[src/rtl/uart_fe_pkg.sv]
// Shared types and helpers for the UART framing engine.
// Assumes a data path no wider than 8 bits and lengths of 5..8.
package uart_fe_pkg;

    // Frame-level state shared by transmitter and receiver.
    typedef enum logic [2:0] {
        S_IDLE,
        S_START,
        S_DATA,
        S_PAR,
        S_STOP
    } fe_state_t;

    // Mask keeping only the low 5..8 data bits selected by the length code.
    function automatic logic [7:0] len_mask(input logic [1:0] len_code);
        return 8'hFF >> (2'd3 - len_code);
    endfunction

    // Index of the last data bit for a length code (4..7).
    function automatic logic [2:0] last_idx(input logic [1:0] len_code);
        return 3'd4 + {1'b0, len_code};
    endfunction

    // Parity bit for already-masked data: fixed level or even/odd count.
    function automatic logic parity_of(input logic even_sel, input logic fixed_sel,
                                       input logic [7:0] bits);
        logic p;
        if (fixed_sel)
            p = ~even_sel;
        else if (even_sel)
            p = ^bits;
        else
            p = ~(^bits);
        return p;
    endfunction

endpackage

[src/rtl/uart_fe_queue.sv]
// Character queue used on both paths of the framing engine.
// In queue mode (one_deep = 0) it holds DEPTH entries; in holding mode it
// accepts a single entry. Writes when full and reads when empty are ignored.
// Output shows the head entry combinationally. Assumes DEPTH >= 2.
module uart_fe_queue #(
    parameter int WIDTH = 10,
    parameter int DEPTH = 16
) (
    input  logic             clk,
    input  logic             rst_n,
    input  logic             one_deep,
    input  logic             push,
    input  logic [WIDTH-1:0] din,
    input  logic             pop,
    output logic [WIDTH-1:0] dout,
    output logic             empty,
    output logic             full
);
    localparam int AW = $clog2(DEPTH);
    localparam int CW = $clog2(DEPTH + 1);

    logic [WIDTH-1:0] mem [DEPTH];
    logic [AW-1:0]    wptr;
    logic [AW-1:0]    rptr;
    logic [CW-1:0]    count;
    logic             do_push;
    logic             do_pop;

    // Flags and accepted-operation qualifiers.
    always_comb begin
        empty   = (count == '0);
        full    = one_deep ? (count != '0) : (count == CW'(DEPTH));
        do_push = push && !full;
        do_pop  = pop && !empty;
        dout    = mem[rptr];
    end

    // Storage write; no reset needed on the data array.
    always_ff @(posedge clk) begin
        if (do_push)
            mem[wptr] <= din;
    end

    // Pointer and occupancy bookkeeping.
    always_ff @(posedge clk) begin
        if (!rst_n) begin
            wptr  <= '0;
            rptr  <= '0;
            count <= '0;
        end else begin
            if (do_push)
                wptr <= (wptr == AW'(DEPTH - 1)) ? '0 : wptr + 1'b1;
            if (do_pop)
                rptr <= (rptr == AW'(DEPTH - 1)) ? '0 : rptr + 1'b1;
            if (do_push && !do_pop)
                count <= count + 1'b1;
            else if (do_pop && !do_push)
                count <= count - 1'b1;
        end
    end

    AST_NO_OVERFLOW: assert property (@(posedge clk) disable iff (!rst_n)
        (full && push && !pop) |=> $stable(count));
    AST_HOLD_ONE: assert property (@(posedge clk) disable iff (!rst_n)
        (one_deep && count <= 1 && !($past(one_deep) == 1'b0 && count > 1))
        |=> (count <= 1 || !one_deep));
    AST_CAP_LIMIT: assert property (@(posedge clk) disable iff (!rst_n)
        count <= CW'(DEPTH));

endmodule

[src/rtl/uart_fe_tx.sv]
// Serial transmitter of the framing engine.
// Takes a character from its queue whenever idle, latches the frame format
// at that moment, and shifts start, data (LSB first), optional parity and
// one or two stop bits. Each bit lasts OSR ticks of the oversampling strobe.
module uart_fe_tx #(
    parameter int OSR = 16
) (
    input  logic       clk,
    input  logic       rst_n,
    input  logic       tick,
    input  logic [1:0] cfg_len,
    input  logic       cfg_par_en,
    input  logic       cfg_even,
    input  logic       cfg_fixed,
    input  logic       cfg_two_stop,
    input  logic       q_empty,
    input  logic [7:0] q_data,
    output logic       q_pop,
    output logic       txd
);
    import uart_fe_pkg::*;

    localparam int CNT_W = $clog2(OSR);

    fe_state_t        st;
    logic [CNT_W-1:0] cnt;
    logic [2:0]       bit_i;
    logic [2:0]       last_i;
    logic [7:0]       shreg;
    logic             pbit;
    logic             par_on;
    logic             two_stop;
    logic             fixed_q;
    logic             even_q;
    logic             stop_i;
    logic [7:0]       masked;
    logic             bit_end;

    // Load request and per-bit boundary detection.
    always_comb begin
        q_pop   = (st == S_IDLE) && !q_empty;
        masked  = q_data & len_mask(cfg_len);
        bit_end = tick && (cnt == CNT_W'(OSR - 1));
    end

    // Frame sequencer and line driver.
    always_ff @(posedge clk) begin
        if (!rst_n) begin
            st       <= S_IDLE;
            txd      <= 1'b1;
            cnt      <= '0;
            bit_i    <= '0;
            last_i   <= '0;
            shreg    <= '0;
            pbit     <= 1'b0;
            par_on   <= 1'b0;
            two_stop <= 1'b0;
            fixed_q  <= 1'b0;
            even_q   <= 1'b0;
            stop_i   <= 1'b0;
        end else if (st == S_IDLE) begin
            txd <= 1'b1;
            if (!q_empty) begin
                st       <= S_START;
                txd      <= 1'b0;
                cnt      <= '0;
                shreg    <= masked;
                last_i   <= last_idx(cfg_len);
                pbit     <= parity_of(cfg_even, cfg_fixed, masked);
                par_on   <= cfg_par_en;
                two_stop <= cfg_two_stop;
                fixed_q  <= cfg_fixed;
                even_q   <= cfg_even;
            end
        end else if (tick) begin
            cnt <= bit_end ? '0 : cnt + 1'b1;
            if (bit_end) begin
                case (st)
                    S_START: begin
                        st    <= S_DATA;
                        bit_i <= '0;
                        txd   <= shreg[0];
                        shreg <= shreg >> 1;
                    end
                    S_DATA: begin
                        if (bit_i == last_i) begin
                            stop_i <= 1'b0;
                            if (par_on) begin
                                st  <= S_PAR;
                                txd <= pbit;
                            end else begin
                                st  <= S_STOP;
                                txd <= 1'b1;
                            end
                        end else begin
                            bit_i <= bit_i + 1'b1;
                            txd   <= shreg[0];
                            shreg <= shreg >> 1;
                        end
                    end
                    S_PAR: begin
                        st  <= S_STOP;
                        txd <= 1'b1;
                    end
                    S_STOP: begin
                        if (stop_i == two_stop)
                            st <= S_IDLE;
                        else
                            stop_i <= 1'b1;
                    end
                    default: st <= S_IDLE;
                endcase
            end
        end
    end

    AST_TX_IDLE_HIGH: assert property (@(posedge clk) disable iff (!rst_n)
        (st == S_IDLE) |-> txd);
    AST_TX_START_LOW: assert property (@(posedge clk) disable iff (!rst_n)
        (st == S_START) |-> !txd);
    AST_TX_STOP_HIGH: assert property (@(posedge clk) disable iff (!rst_n)
        (st == S_STOP) |-> txd);
    AST_TX_FIXED_PAR: assert property (@(posedge clk) disable iff (!rst_n)
        (st == S_PAR && fixed_q) |-> (txd == !even_q));

endmodule

[src/rtl/uart_fe_rx.sv]
// Serial receiver of the framing engine.
// Synchronises the line, treats a falling edge as a candidate start bit,
// confirms it half a bit later, then samples every later bit at its middle.
// Only the first stop bit is examined. Emits a one-cycle push carrying the
// data and its parity and framing flags. Format is latched at start confirm.
module uart_fe_rx #(
    parameter int OSR = 16
) (
    input  logic       clk,
    input  logic       rst_n,
    input  logic       tick,
    input  logic [1:0] cfg_len,
    input  logic       cfg_par_en,
    input  logic       cfg_even,
    input  logic       cfg_fixed,
    input  logic       rxd,
    output logic       push,
    output logic [7:0] push_data,
    output logic       push_perr,
    output logic       push_ferr
);
    import uart_fe_pkg::*;

    localparam int CNT_W = $clog2(OSR);
    localparam int HALF  = OSR / 2;

    fe_state_t        st;
    logic [CNT_W-1:0] cnt;
    logic [2:0]       bit_i;
    logic [2:0]       last_i;
    logic [7:0]       shreg;
    logic             par_on;
    logic             even_q;
    logic             fixed_q;
    logic             perr;
    logic             sync1;
    logic             sync2;
    logic             line_prev;
    logic             fall;
    logic             mid_bit;

    // Two-stage synchroniser plus one stage for edge detection.
    always_ff @(posedge clk) begin
        if (!rst_n) begin
            sync1     <= 1'b1;
            sync2     <= 1'b1;
            line_prev <= 1'b1;
        end else begin
            sync1     <= rxd;
            sync2     <= sync1;
            line_prev <= sync2;
        end
    end

    // Edge and sample-point detection.
    always_comb begin
        fall    = line_prev && !sync2;
        mid_bit = tick && (cnt == CNT_W'(OSR - 1));
    end

    // Frame sequencer, sampler and result register.
    always_ff @(posedge clk) begin
        if (!rst_n) begin
            st        <= S_IDLE;
            cnt       <= '0;
            bit_i     <= '0;
            last_i    <= '0;
            shreg     <= '0;
            par_on    <= 1'b0;
            even_q    <= 1'b0;
            fixed_q   <= 1'b0;
            perr      <= 1'b0;
            push      <= 1'b0;
            push_data <= '0;
            push_perr <= 1'b0;
            push_ferr <= 1'b0;
        end else begin
            push <= 1'b0;
            case (st)
                S_IDLE: begin
                    if (fall) begin
                        st  <= S_START;
                        cnt <= '0;
                    end
                end
                S_START: begin
                    if (tick) begin
                        if (cnt == CNT_W'(HALF - 1)) begin
                            cnt <= '0;
                            if (!sync2) begin
                                st      <= S_DATA;
                                bit_i   <= '0;
                                shreg   <= '0;
                                perr    <= 1'b0;
                                last_i  <= last_idx(cfg_len);
                                par_on  <= cfg_par_en;
                                even_q  <= cfg_even;
                                fixed_q <= cfg_fixed;
                            end else begin
                                st <= S_IDLE;
                            end
                        end else begin
                            cnt <= cnt + 1'b1;
                        end
                    end
                end
                S_DATA: begin
                    if (tick) begin
                        cnt <= mid_bit ? '0 : cnt + 1'b1;
                        if (mid_bit) begin
                            shreg[bit_i] <= sync2;
                            if (bit_i == last_i)
                                st <= par_on ? S_PAR : S_STOP;
                            else
                                bit_i <= bit_i + 1'b1;
                        end
                    end
                end
                S_PAR: begin
                    if (tick) begin
                        cnt <= mid_bit ? '0 : cnt + 1'b1;
                        if (mid_bit) begin
                            perr <= (sync2 != parity_of(even_q, fixed_q, shreg));
                            st   <= S_STOP;
                        end
                    end
                end
                S_STOP: begin
                    if (tick) begin
                        cnt <= mid_bit ? '0 : cnt + 1'b1;
                        if (mid_bit) begin
                            push      <= 1'b1;
                            push_data <= shreg;
                            push_perr <= perr;
                            push_ferr <= !sync2;
                            st        <= S_IDLE;
                        end
                    end
                end
                default: st <= S_IDLE;
            endcase
        end
    end

    AST_START_CONFIRM: assert property (@(posedge clk) disable iff (!rst_n)
        (st == S_DATA && $past(st) == S_START) |-> !$past(sync2));
    AST_NO_PAR_ERR: assert property (@(posedge clk) disable iff (!rst_n)
        (push && !par_on) |-> !push_perr);
    AST_PUSH_ONE_CYCLE: assert property (@(posedge clk) disable iff (!rst_n)
        push |=> !push);

endmodule

[src/rtl/uart_frame_engine.sv]
// Top of the UART framing engine: decodes the line-control word and joins
// a transmit queue, a receive queue, the transmitter and the receiver.
// Line-control layout: [0] queue enable, [1] parity enable, [2] even
// select, [3] two stop bits, [5:4] data length code, [6] unused,
// [7] fixed-level parity. The format should change only between frames.
module uart_frame_engine #(
    parameter int QDEPTH = 16,
    parameter int OSR    = 16
) (
    input  logic       clk,
    input  logic       rst_n,
    input  logic       tick16,
    input  logic [7:0] lcr,
    input  logic [7:0] wr_data,
    input  logic       wr_en,
    output logic       tx_full,
    output logic       tx_empty,
    output logic       txd,
    input  logic       rxd,
    input  logic       rd_en,
    output logic [7:0] rd_data,
    output logic       rd_perr,
    output logic       rd_ferr,
    output logic       rx_full,
    output logic       rx_empty
);
    localparam int RXW = 10;

    logic       one_deep;
    logic       lcr_unused;
    logic       txq_pop;
    logic [7:0] txq_data;
    logic       rx_push;
    logic [7:0] rx_pdata;
    logic       rx_pperr;
    logic       rx_pferr;
    logic [RXW-1:0] rxq_dout;

    // Line-control decode shared by both paths.
    always_comb begin
        one_deep   = !lcr[0];
        lcr_unused = lcr[6];
        rd_data    = rxq_dout[7:0];
        rd_perr    = rxq_dout[8];
        rd_ferr    = rxq_dout[9];
    end

    uart_fe_queue #(.WIDTH(8), .DEPTH(QDEPTH)) u_txq (
        .clk      (clk),
        .rst_n    (rst_n),
        .one_deep (one_deep),
        .push     (wr_en),
        .din      (wr_data),
        .pop      (txq_pop),
        .dout     (txq_data),
        .empty    (tx_empty),
        .full     (tx_full)
    );

    uart_fe_tx #(.OSR(OSR)) u_tx (
        .clk          (clk),
        .rst_n        (rst_n),
        .tick         (tick16),
        .cfg_len      (lcr[5:4]),
        .cfg_par_en   (lcr[1]),
        .cfg_even     (lcr[2]),
        .cfg_fixed    (lcr[7]),
        .cfg_two_stop (lcr[3]),
        .q_empty      (tx_empty),
        .q_data       (txq_data),
        .q_pop        (txq_pop),
        .txd          (txd)
    );

    uart_fe_rx #(.OSR(OSR)) u_rx (
        .clk        (clk),
        .rst_n      (rst_n),
        .tick       (tick16),
        .cfg_len    (lcr[5:4]),
        .cfg_par_en (lcr[1]),
        .cfg_even   (lcr[2]),
        .cfg_fixed  (lcr[7]),
        .rxd        (rxd),
        .push       (rx_push),
        .push_data  (rx_pdata),
        .push_perr  (rx_pperr),
        .push_ferr  (rx_pferr)
    );

    uart_fe_queue #(.WIDTH(RXW), .DEPTH(QDEPTH)) u_rxq (
        .clk      (clk),
        .rst_n    (rst_n),
        .one_deep (one_deep),
        .push     (rx_push),
        .din      ({rx_pferr, rx_pperr, rx_pdata}),
        .pop      (rd_en),
        .dout     (rxq_dout),
        .empty    (rx_empty),
        .full     (rx_full)
    );

    AST_RESET_IDLE: assert property (@(posedge clk)
        $past(!rst_n) |-> (txd && tx_empty && rx_empty && !tx_full && !rx_full));

endmodule

[config.mk]
export PLATFORM = sky130hd
export DESIGN_NAME = uart_frame_engine
export DESIGN_NICKNAME = d
export VERILOG_FILES = /design/src/rtl/uart_fe_pkg.sv /design/src/rtl/uart_fe_queue.sv /design/src/rtl/uart_fe_tx.sv /design/src/rtl/uart_fe_rx.sv /design/src/rtl/uart_frame_engine.sv
export SDC_FILE = /design/constraint.sdc
export NUM_CORES = 1
export LEC_CHECK = 0
export BUFFER_PORTS_ARGS = -buffer_cell sky130_fd_sc_hd__buf_2
export CORE_UTILIZATION = 65
export CTS_CLUSTER_DIAMETER = 40
export DETAILED_ROUTE_END_ITERATION = 10
export GPL_TIMING_DRIVEN = 0
export PLACE_DENSITY_LB_ADDON = 0.1
export SETUP_SLACK_MARGIN = 0.5
export SYNTH_ARGS = -nofsm -noshare
export SYNTH_HDL_FRONTEND = slang
export SYNTH_SLANG_ARGS = --single-unit
[constraint.sdc]
create_clock -name clk -period 7 [get_ports clk]
set_clock_uncertainty 0.05 [all_clocks]
set_input_delay 0.35 -clock clk [delete_from_list [all_inputs] [get_ports clk]]
set_output_delay 0.35 -clock clk [all_outputs]
set_load 0.01 [all_outputs]
==> results of run 1 <==
layout by cell type (no fill, tap or decap), drive strengths merged, types with 9 or more instances in the layout:
cell type / instances
a21oi: 73
a22oi: 10
buf: 57
bufinv: 9
clkbuf: 84
dfxtp: 99
edfxtp: 288
ha: 23
inv: 26
mux2i: 29
mux4: 80
nand2: 95
nand2b: 14
nand3: 18
nor2: 105
nor2b: 17
nor3: 14
o21ai: 33
or3: 9
xnor2: 21
xor2: 17
cell families (layout without fill, tap and decap cells):
logic type      Yosys count  in the layout  synth area share (%)
mux                     111            111                  13.6
fa+ha+maj                26             26                  2.12
flops                   387            387                  66.6
buf+inv                  77            188                  2.15
xor+xnor                 39             39                  2.22
simple gates            293            293                  8.30
compound gates          142            142                  5.08
cells in the mapped netlist (all sizes together), types with 8 or more instances:
master  number
clkbuf      33
a21oi       73
mux4        80
nand2       95
nand3       18
dfxtp       99
inv         20
buf         24
xnor2       21
nand2b      14
a22oi       10
nor2b       17
o21ai       33
nor2       105
or3          9
a31oi        8
ha          23
xor2        17
mux2i       29
nor3        14
edfxtp     288
layout make-up:
class	count	area [sq um]
Clock inverter	26	398
Inverter	20	75.1
Buffer	57	269
Timing Repair Buffer	34	175
Sequential cell	387	10600
Fill cell	1411	6020
Tap cell	324	405
Clock buffer	51	1170
Multi-Input combinational cell	611	5030
power breakdown:
group          switching (mW)  internal [mW]  total (mW)
Sequential             0.0760           2.56        2.63
Clock                   0.922           1.54        2.46
Combinational           0.800          0.626        1.43
worst min-delay path by stage:
stage	start	endpoint	slack, ns	cells past startpoint
final	lcr[3]	u_tx.two_stop	0.02	3
after global routing	lcr[3]	u_tx.two_stop	0.03	3
after global placement	u_rx.sync1	u_rx.sync2	0.34	1
after floorplan	u_rx.sync1	u_rx.sync2	0.34	1
after CTS	lcr[3]	u_tx.two_stop	0.009	3
after detailed placement	u_rx.sync1	u_rx.sync2	0.34	1
sequential cells by signal, indices dropped and copies added (netlist names), 4 cells and up, named ones only:
| signal | cells |
|---|---|
| u_rxq.count | 5 |
| u_rx.shreg | 8 |
| u_txq.wptr | 4 |
| u_rxq.wptr | 4 |
| u_tx.shreg | 8 |
| u_rxq.rptr | 4 |
| u_rx.cnt | 4 |
| u_txq.count | 5 |
| u_txq.rptr | 4 |
| u_txq.mem | 128 |
| u_rxq.mem | 160 |
| u_tx.cnt | 4 |
| u_rx.push_data | 8 |
routing by layer:
layer	vias up	GRT usage, %	part of all wire (%)
li1	4231	-	-
met1	4612	39.4	41
met2	454	46.5	49
met3	65	5.07	7.8
met4	0	8.21	2.4
met5	-	0	0
metrics by stage:
| stage | setup WS, ns | cells | total power [mW] | util [%] |
|---|---|---|---|---|
| after floorplan | 3.87 | 1075 | 3.74 | - |
| after global placement | 3.48 | 1432 | 4.05 | 68.4 |
| after detailed placement | 3.45 | 1432 | 4.08 | 68.5 |
| after CTS | 3.39 | 1510 | 6.53 | 75.0 |
| after global routing | 3.17 | 1510 | 6.77 | 75.1 |
| final | 3.39 | 1510 | 6.52 | 75.1 |
critical path: stages, from the launching register on:
cell and delay [ns]:
dfxtp_1 0.35, or4_4 0.58, nor2_4 0.23, nor2_2 0.17, inv_1 0.12, clkbuf_1 0.38, ha_1 0.32, inv_1 0.13
ha_1 0.31, a21o_1 0.18, a21oi_1 0.17, xnor2_1 0.10, or3_1 0.30, a21oi_1 0.14
==> metrics.csv, run 1 <==
metric,value,unit
gr-total-overflow,0,
cts.clk_slew.worst_paths,0.06,ns
die_h,159,um
synth.distinct_cells,55,
synth_ff_type,edfxtp_1,
rsz0062_at_grt,false,
relSlewSlack,9.11,%
core.rowCount,57,
crit_start,u_txq.count[0],
async_flop_share,0,%
drv_slew,0,
path_class,reg -> reg,
final_area,0.0182,sq mm
viasPerCell,6.20,
crit_end,u_txq.count[4],
startpoint_type,flop,
place.gp.congestion,0.876,
fp.dieW,159,um
fmax,277,MHz
io_pins,37,
layout-drive-gt1-share,16.9,%
remaining_drc_errors,0,
clk_latency,0.53,ns
wire_per_inst,23.0,um
cts_buffers,44,
finalHoldViolations,0,
power_density,359,mW/mm^2
ir_worst_vdd,0.000390,V
floorplan.initialDensity,66.1,%
ys_seq_elements,387,
core,0.0242,sq mm
final_nets,1202,
cts-resized-gates,0,
vias,9362,
setup_viol,0,
synthTopCellsByArea,"edfxtp_1 54%, dfxtp_1 12%, mux4_2 9.3%",
syn_area,0.0160,sq mm
period_share,51.6,%
clockRootBuffer,clkbuf_16,
grt_pass1_vias,9245,
cts_buffer_depth,3,
htree_levels,2,
ant_nets,0,
dpl_cell_area,0.0166,sq mm
min_period,3.61,ns
dr.first_iter.drc_count,902,
grt_use_total,28.4,%
port_buffers,33,
hold_slack,0.0201,ns
r2r_end,u_txq.count[4],
area_delta_synth_final,13.7,%
drv_cap,0,
postSynthCellCount,1075,
antenna_found_initial,0,
required,7.40,ns
hold_buffers,1,
yosys_warnings,0,
leakagePower,6.43,nW
hold_path.class,in -> reg,
post_cts_buffers,0,
dp_hpwl,21700,um
yosysSeqAreaShare,66.6,%
worstPathArrival,4.01,ns
worst_pin_slew,1.35,ns
grt_start_max_net_pins,18,
cts_tree,yes,
syn_nets,1122,
status,completed,
fin_setup_tns,0,ns
rr_worst_depth,13,
path_max_fanout,10,
firstDrtPassIters,6,
cp-end-kind,flop,
diodes,0,
r2r_slack,3.39,ns
clock-sinks,387,
synth_area_per_cell,14.9,sq um
die_area,0.0252,sq mm
drt-total-wl,34800,um
synth_edf_count,288,
synth_top_area_cell,edfxtp_1,
synth_top_area_share,54.1,%
grt_pass1_wl,53700,um
r2r-start,u_txq.count[0],
No activity file was read; power rests on OpenSTA's default activity.
==> run 2, diff against run 1 <==
- CORE_UTILIZATION: 65 -> 62
- clock period: 7 -> 3.5 ns (I/O delays scaled with it)
==> run 2 against run 1 <==
Final area increased by 1.1%. Utilization decreased by 2.4 points. Via count increased by 1.2%. Maximum frequency increased by 18%. Sequential power increased by 100%. Combinational power increased by 120%. First-iteration DRC count increased by 14%. Register-to-register slack got worse by 3.0 ns. Total power increased by 95%. Die area increased by 4.8%. Critical endpoint is now u_txq.mem[12][7].
==> metrics.csv, run 2 (same netlist as run 1, synthesis figures left out) <==
metric,value,unit,change
worstPathArrival,3.19,ns,was 4.01 ns
required,3.62,ns,was 7.40 ns
core,0.0253,sq mm,was 0.0242 sq mm
status,completed,,unchanged
leakagePower,6.48,nW,was 6.43 nW
setup_viol,0,,unchanged
die_h,163,um,was 159 um
hold-path-cell-count,2,,was 3
clock-sinks,387,,unchanged
relSlewSlack,36.0,%,was 9.11%
r2r-start,u_txq.count[2],,was u_txq.count[0]
path_max_fanout,8,,was 10
fin_setup_tns,0,ns,unchanged
crit_end,u_txq.mem[12][7],,was u_txq.count[4]
ant_nets,0,,unchanged
viasPerCell,6.15,,was 6.20
diodes,0,,unchanged
r2r_slack,0.43,ns,was 3.39 ns
io_pins,37,,unchanged
clockRootBuffer,clkbuf_16,,unchanged
dp_hpwl,22100,um,"was 21,700 um"
cts_tree,yes,,unchanged
top_regs,"u_rxq.mem: 160 flops, u_txq.mem: 128 flops",,unchanged
worst_pin_slew,0.956,ns,was 1.35 ns
hold_slack,0.0245,ns,was 0.0201 ns
fp.dieW,163,um,was 159 um
grt_start_max_net_pins,18,,unchanged
drv_slew,0,,unchanged
grt_pass1_wl,52400,um,"was 53,700 um"
largest-register,u_rxq.mem,,unchanged
remaining_drc_errors,0,,unchanged
clk_latency,0.54,ns,was 0.53 ns
port_buffers,33,,unchanged
hold_path.class,in -> reg,,unchanged
drt-total-wl,34400,um,"was 34,800 um"
r2r_end,u_txq.mem[12][7],,was u_txq.count[4]
rr_worst_depth,10,,was 13
die_area,0.0264,sq mm,was 0.0252 sq mm
min_period,3.07,ns,was 3.61 ns
area_delta_synth_final,14.9,%,was 13.7%
grt_pass1_vias,9362,,"was 9,245"
drv_cap,0,,unchanged
crit_start,u_txq.count[2],,was u_txq.count[0]
finalHoldViolations,0,,unchanged
worstHoldStart,rst_n,,was lcr[3]
largest_register_ffs,160,,unchanged
dr.first_iter.drc_count,1029,,was 902
fill_cells,1583,,"was 1,411"
period_share,87.8,%,was 51.6%
htree_levels,2,,unchanged
final_nets,1223,,"was 1,202"
antenna_found_initial,0,,unchanged
place.gp.congestion,0.890,,was 0.876
cts.clk_slew.worst_paths,0.06,ns,about the same
cp-end-kind,flop,,unchanged
floorplan.initialDensity,63.2,%,was 66.1%
ir_worst_vdd,0.000728,V,was 0.000390 V
gr-total-overflow,0,,unchanged
vias,9471,,"was 9,362"
rsz0062_at_grt,true,,was false
cts_buffers,43,,was 44
grt_use_total,26.9,%,was 28.4%
power_density,692,mW/mm^2,was 359 mW/mm^2
wire_per_inst,22.3,um,was 23.0 um
startpoint_type,flop,,unchanged
fmax,325,MHz,was 277 MHz
final_common_cell,edfxtp_1,,unchanged
layout-drive-gt1-share,19.6,%,was 16.9%
core.rowCount,58,,was 57
cts_buffer_depth,3,,unchanged
path_class,reg -> reg,,unchanged
firstDrtPassIters,4,,was 6
most-common-layout-cells,"288 x edfxtp_1, 97 x dfxtp_1, 95 x nand2_1, 88 x nor2_1, 69 x a21oi_1",,"was 288 x edfxtp_1, 102 x nor2_1, 99 x dfxtp_1, 95 x nand2_1, 73 x a21oi_1"
[run 2: worst min path at each step]
stage / to / slack (ns)
2_1_floorplan: u_txq.mem[0][0] / 0.22
3_3_place_gp: u_rx.sync1 / 0.31
3_5_place_dp: u_rx.sync1 / 0.32
4_1_cts: u_rx.line_prev / 0.03
5_1_grt: u_rx.line_prev / 0.04
6_report: u_rx.line_prev / 0.02
[run 2: layer usage]
metal	routed length, um	global-route usage [%]
met5	0	0
met4	763	7.80
met1	14600	37.7
met3	2940	6.09
met2	16100	42.6
[run 2: cell type report]
cell class	count	area [sq um]	area share, %
Sequential cell	387	10600	57.9
Multi-Input combinational cell	611	5160	28.1
Clock buffer	60	1200	6.54
Tap cell	330	413	2.25
Timing Repair Buffer	56	404	2.20
Buffer	57	307	1.67
Clock inverter	19	163	0.886
Inverter	20	75.1	0.409
[run 2: metrics by stage]
| step | util (%) | instances | cell area (sq um) | setup WS (ns) | power (mW) |
|---|---|---|---|---|---|
| 2_1_floorplan | - | 1075 | 16000 | 0.491 | 7.51 |
| 4_1_cts | 72.3 | 1538 | 18300 | 0.327 | 12.6 |
| 6_report | 72.7 | 1540 | 18400 | 0.427 | 12.7 |
| 5_1_grt | 72.7 | 1540 | 18400 | 0.366 | 13.3 |
| 3_5_place_dp | 65.7 | 1438 | 16600 | -0.112 | 8.21 |
| 3_3_place_gp | 65.6 | 1438 | 16600 | -0.0508 | 8.16 |
[run 2: repair_timing]
action                                  in CTS  in global routing
gates cloned                                 0                  0
resized for setup                           30                 29
setup buffers                                6                  2
hold buffers                                15                  0
pin swaps                                    1                  2
endpoints found under the setup margin     111                163
endpoints found under the hold margin      136                  0
[run 2: worst max-delay path, cell delays in order, from the launching register on]
cell     delay (ns)
dfxtp_1        0.37
or4_4          0.54
nor2_4         0.17
buf_6          0.12
a21oi_1        0.04
nor2b_1        0.12
buf_4          0.14
buf_4          0.11
buf_4          0.14
nand2_1        0.15
nor2_1         0.75
[run 2: power by group]
group	internal (mW)	switching [mW]
combinational	1.44	1.67
clock	2.50	1.80
sequential	5.12	0.163
==> run 3, diff against run 2 <==
- SYNTH_HIERARCHICAL: unset -> 1
==> run 3 against run 2 <==
Utilization rose by 1.8 points. Clock-buffer cell count rose by 1. Synthesized area rose by 1.8%. Sequential share of layout area fell by 1.9 points. Register-to-register slack improved by 0.06 ns. First-iteration DRC count fell by 27%. Synthesized cell count rose by 1.8%. Non-clock buffer count rose by 8. Combinational power fell by 35%.
==> metrics.csv, run 3 <==
metric,value,unit,change
rsz0062_at_grt,true,,unchanged
vias,9600,,"was 9,471"
remaining_drc_errors,0,,unchanged
ys_seq_elements,387,,unchanged
crit_end,u_tx/pbit,,was u_txq.mem[12][7]
fp.dieW,164,um,was 163 um
diodes,0,,unchanged
dr.first_iter.drc_count,751,,"was 1,029"
period_share,86.2,%,was 87.8%
worst_pin_slew,1.06,ns,was 0.956 ns
final_area,0.0190,sq mm,was 0.0184 sq mm
drv_cap,0,,unchanged
top_regs,"u_rxq/mem: 160 flops, u_txq/mem: 128 flops",,"was u_rxq.mem: 160 flops, u_txq.mem: 128 flops"
io_pins,37,,unchanged
final_nets,1254,,"was 1,223"
leakagePower,6.91,nW,was 6.48 nW
core,0.0255,sq mm,was 0.0253 sq mm
cts.clk_slew.worst_paths,0.06,ns,about the same
largest-register,u_rxq/mem,,was u_rxq.mem
clockRootBuffer,clkbuf_16,,unchanged
area_delta_synth_final,16.6,%,was 14.9%
clock-sinks,387,,unchanged
gr-total-overflow,0,,unchanged
synth_common_cells,"288 x edfxtp_1, 99 x dfxtp_1, 81 x nand2_1, 72 x mux4_2, 61 x nor2_1",,"was 288 x edfxtp_1, 102 x nor2_1, 99 x dfxtp_1, 95 x nand2_1, 73 x a21oi_1"
most-common-layout-cells,"288 x edfxtp_1, 98 x dfxtp_1, 76 x nand2_1, 72 x mux4_2, 60 x nor2_1",,"was 288 x edfxtp_1, 97 x dfxtp_1, 95 x nand2_1, 88 x nor2_1, 69 x a21oi_1"
instances_no_fill,1574,,"was 1,540"
status,completed,,unchanged
grt_pass1_wl,54100,um,"was 52,400 um"
pwr-share-comb,16.7,%,was 24.5%
yosysMostFrequentCell,edfxtp_1,,unchanged
grt_start_max_net_pins,18,,unchanged
die_h,164,um,was 163 um
syn_nets,1142,,"was 1,122"
critPathBufInv,3,,was 4
p_sw,3.11,mW,was 3.63 mW
cts_tree,yes,,unchanged
htree_levels,2,,unchanged
cp_slowest_cell,mux4_2,,was nor2_1
intPower,8.94,mW,was 9.06 mW
path_cells,"clkbuf_16, buf_12, buf_12, mux4_2, a22oi_1, nand2_2, xnor2_2, xnor2_1, xnor3_1, or4b_1, o211ai_1",,"was or4_4, nor2_4, buf_6, a21oi_1, nor2b_1, buf_4, buf_4, buf_4, nand2_1, nor2_1"
path_max_fanout,8,,unchanged
grt_pass1_vias,9728,,"was 9,362"
power_density,635,mW/mm^2,was 692 mW/mm^2
drv_slew,0,,unchanged
synth_edf_count,288,,unchanged
r2r_end,u_tx/pbit,,was u_txq.mem[12][7]
synth_area_per_cell,14.9,sq um,about the same
port_buffers,35,,was 33
relSlewSlack,28.9,%,was 36.0%
min_period,3.02,ns,was 3.07 ns
drt-total-wl,34800,um,"was 34,400 um"
cts_buffer_depth,3,,unchanged
final_core_util,74.4,%,was 72.7%
layout-drive-gt1-share,21.5,%,was 19.6%
ir_worst_vdd,0.000591,V,was 0.000728 V
viasPerCell,6.10,,was 6.15
floorplan.initialDensity,63.8,%,was 63.2%
postSynthCellCount,1094,,"was 1,075"
crit_family,simple AND/OR/NAND/NOR gates,,unchanged
hold_path.class,in -> reg,,unchanged
crit_top_cell,buf_12,,was buf_4
firstDrtPassIters,5,,was 4
clkPwrFrac,40.4,%,was 33.9%
finalHoldViolations,0,,unchanged
fmax,332,MHz,was 325 MHz
r2r_slack,0.48,ns,was 0.43 ns
slowest_delay,0.49,ns,was 0.75 ns
rr_worst_depth,11,,was 10
swShare,25.8,%,was 28.6%
die_area,0.0269,sq mm,was 0.0264 sq mm
hold-path-cell-count,1,,was 2
yosys_warnings,6,,was 0
setup_viol,0,,unchanged
cts_buffers,47,,was 43
fin_setup_tns,0,ns,unchanged
dpl_cell_area,0.0169,sq mm,was 0.0166 sq mm
synth_ff_type,edfxtp_1,,unchanged
required,3.90,ns,was 3.62 ns
sequentialPowerShare,42.8,%,was 41.6%
cp-end-kind,flop,,unchanged
ant_nets,0,,unchanged
yosysSeqAreaShare,65.4,%,was 66.6%
synth.distinct_cells,74,,was 55
crit_cells,11,,was 10
async_flop_share,0,%,unchanged
worstPathArrival,3.42,ns,was 3.19 ns
fill_cells,1565,,"was 1,583"
final_common_cell,edfxtp_1,,unchanged
place.gp.congestion,0.792,,was 0.890
synth_top_area_share,53.2,%,was 54.1%
dp_hpwl,21300,um,"was 22,100 um"
wire_per_inst,22.1,um,was 22.3 um
grt_use_total,27.1,%,was 26.9%
path_class,reg -> reg,,unchanged
syn_area,0.0163,sq mm,was 0.0160 sq mm
core.rowCount,58,,unchanged
startpoint_type,flop,,unchanged
clk_latency,0.54,ns,about the same
finalWorstSetupSlack,0.485,ns,was 0.427 ns
dpl.cell_count,1459,,"was 1,438"
synth_top_area_cell,edfxtp_1,,unchanged
largest_register_ffs,160,,unchanged
post-place-ws,-0.238,ns,was -0.112 ns
synthTopCellsByArea,"edfxtp_1 53%, dfxtp_1 12%, mux4_2 10%",,"was edfxtp_1 54%, dfxtp_1 12%, mux4_2 9.3%"
antenna_found_initial,0,,unchanged
run 3: changes by cell type after synthesis, moves of 7 or more:
cell	previous run	this run
nor2_1	102	61
o21ai_1	0	9
and2_1	1	15
nand2_1	95	81
xor2_1	17	4
a22oi_1	9	38
o21a_1	0	9
a21boi_1	0	7
a21oi_1	73	36
nand3_1	18	28
a21boi_0	0	8
mux4_1	14	0
run 3: worst reg2reg max path, cell delays in order (launching register included):
cell and delay, ns:
dfxtp_2 0.34, clkbuf_16 0.17, buf_12 0.14, buf_12 0.11
mux4_2 0.50, a22oi_1 0.29, nand2_2 0.16, xnor2_2 0.19
xnor2_1 0.14, xnor3_1 0.26, or4b_1 0.48, o211ai_1 0.10
run 3: cells by family after synthesis:
family / synth area share, %
adders and majority gates: 2.09
muxes: 11.8
and+or+nand+nor: 8.59
DFF: 65.4
xor gates and xnor gates: 1.75
buffers and inverters: 2.24
AOI/OAI and AO/OA: 8.15
run 3: area by class of cell:
type                       instances  area, sq um  share of cell area, %
tap                              330          413                   2.18
clock inverter                    26          289                   1.52
timing repair buffer              63          465                   2.45
inverter                          23         86.3                  0.455
buffer                            58          355                   1.87
sequential                       387        10600                   56.1
clock buffer                      61         1310                   6.93
multi-input combinational        626         5410                   28.5
run 3: how the worst min path moves through the flow:
stage	slack, ns	from	end
floorplan	0.20	rst_n	u_rx/sync1
global placement	0.34	rxd	u_rx/sync1
detailed placement	0.34	rxd	u_rx/sync1
CTS	0.008	tick16	u_tx/cnt[0]
global route	0.01	wr_data[4]	u_txq/mem[3][4]
finish	0.02	wr_data[4]	u_txq/mem[2][4]
run 3: power groups by stage:
stage / Sequential (mW) / Clock (mW) / Combinational (mW)
final: 5.16 / 4.87 / 2.01
after global routing: 5.18 / 5.13 / 2.18
after CTS: 5.16 / 4.96 / 1.99
after detailed placement: 5.25 / 0 / 1.76
after global placement: 5.24 / 0 / 1.71
after floorplan: 5.22 / 0 / 1.34
run 3: layer usage:
| layer | track usage, % | vias up | wire length (um) |
|---|---|---|---|
| met1 | 34.6 | 4770 | 14100 |
| met5 | 0 | - | 0 |
| met2 | 46.5 | 295 | 17700 |
| li1 | - | 4458 | - |
| met4 | 10.9 | 0 | 1240 |
| met3 | 4.34 | 77 | 1820 |
run 3: what timing repair did:
action,4_1_cts,5_1_grt
hold endpoints to repair,114,0
pin swaps,15,2
gates resized for setup,42,4
hold buffers,17,0
endpoints found under the setup margin,24,21
buffers inserted,10,0
cloned,1,0
run 3: through the flow:
stage / hold slack (ns) / power [mW]
4_1_cts: 0.00814 / 12.1
2_1_floorplan: 0.198 / 6.56
6_report: 0.0170 / 12.0
3_5_place_dp: 0.337 / 7.01
3_3_place_gp: 0.344 / 6.96
5_1_grt: 0.0147 / 12.5
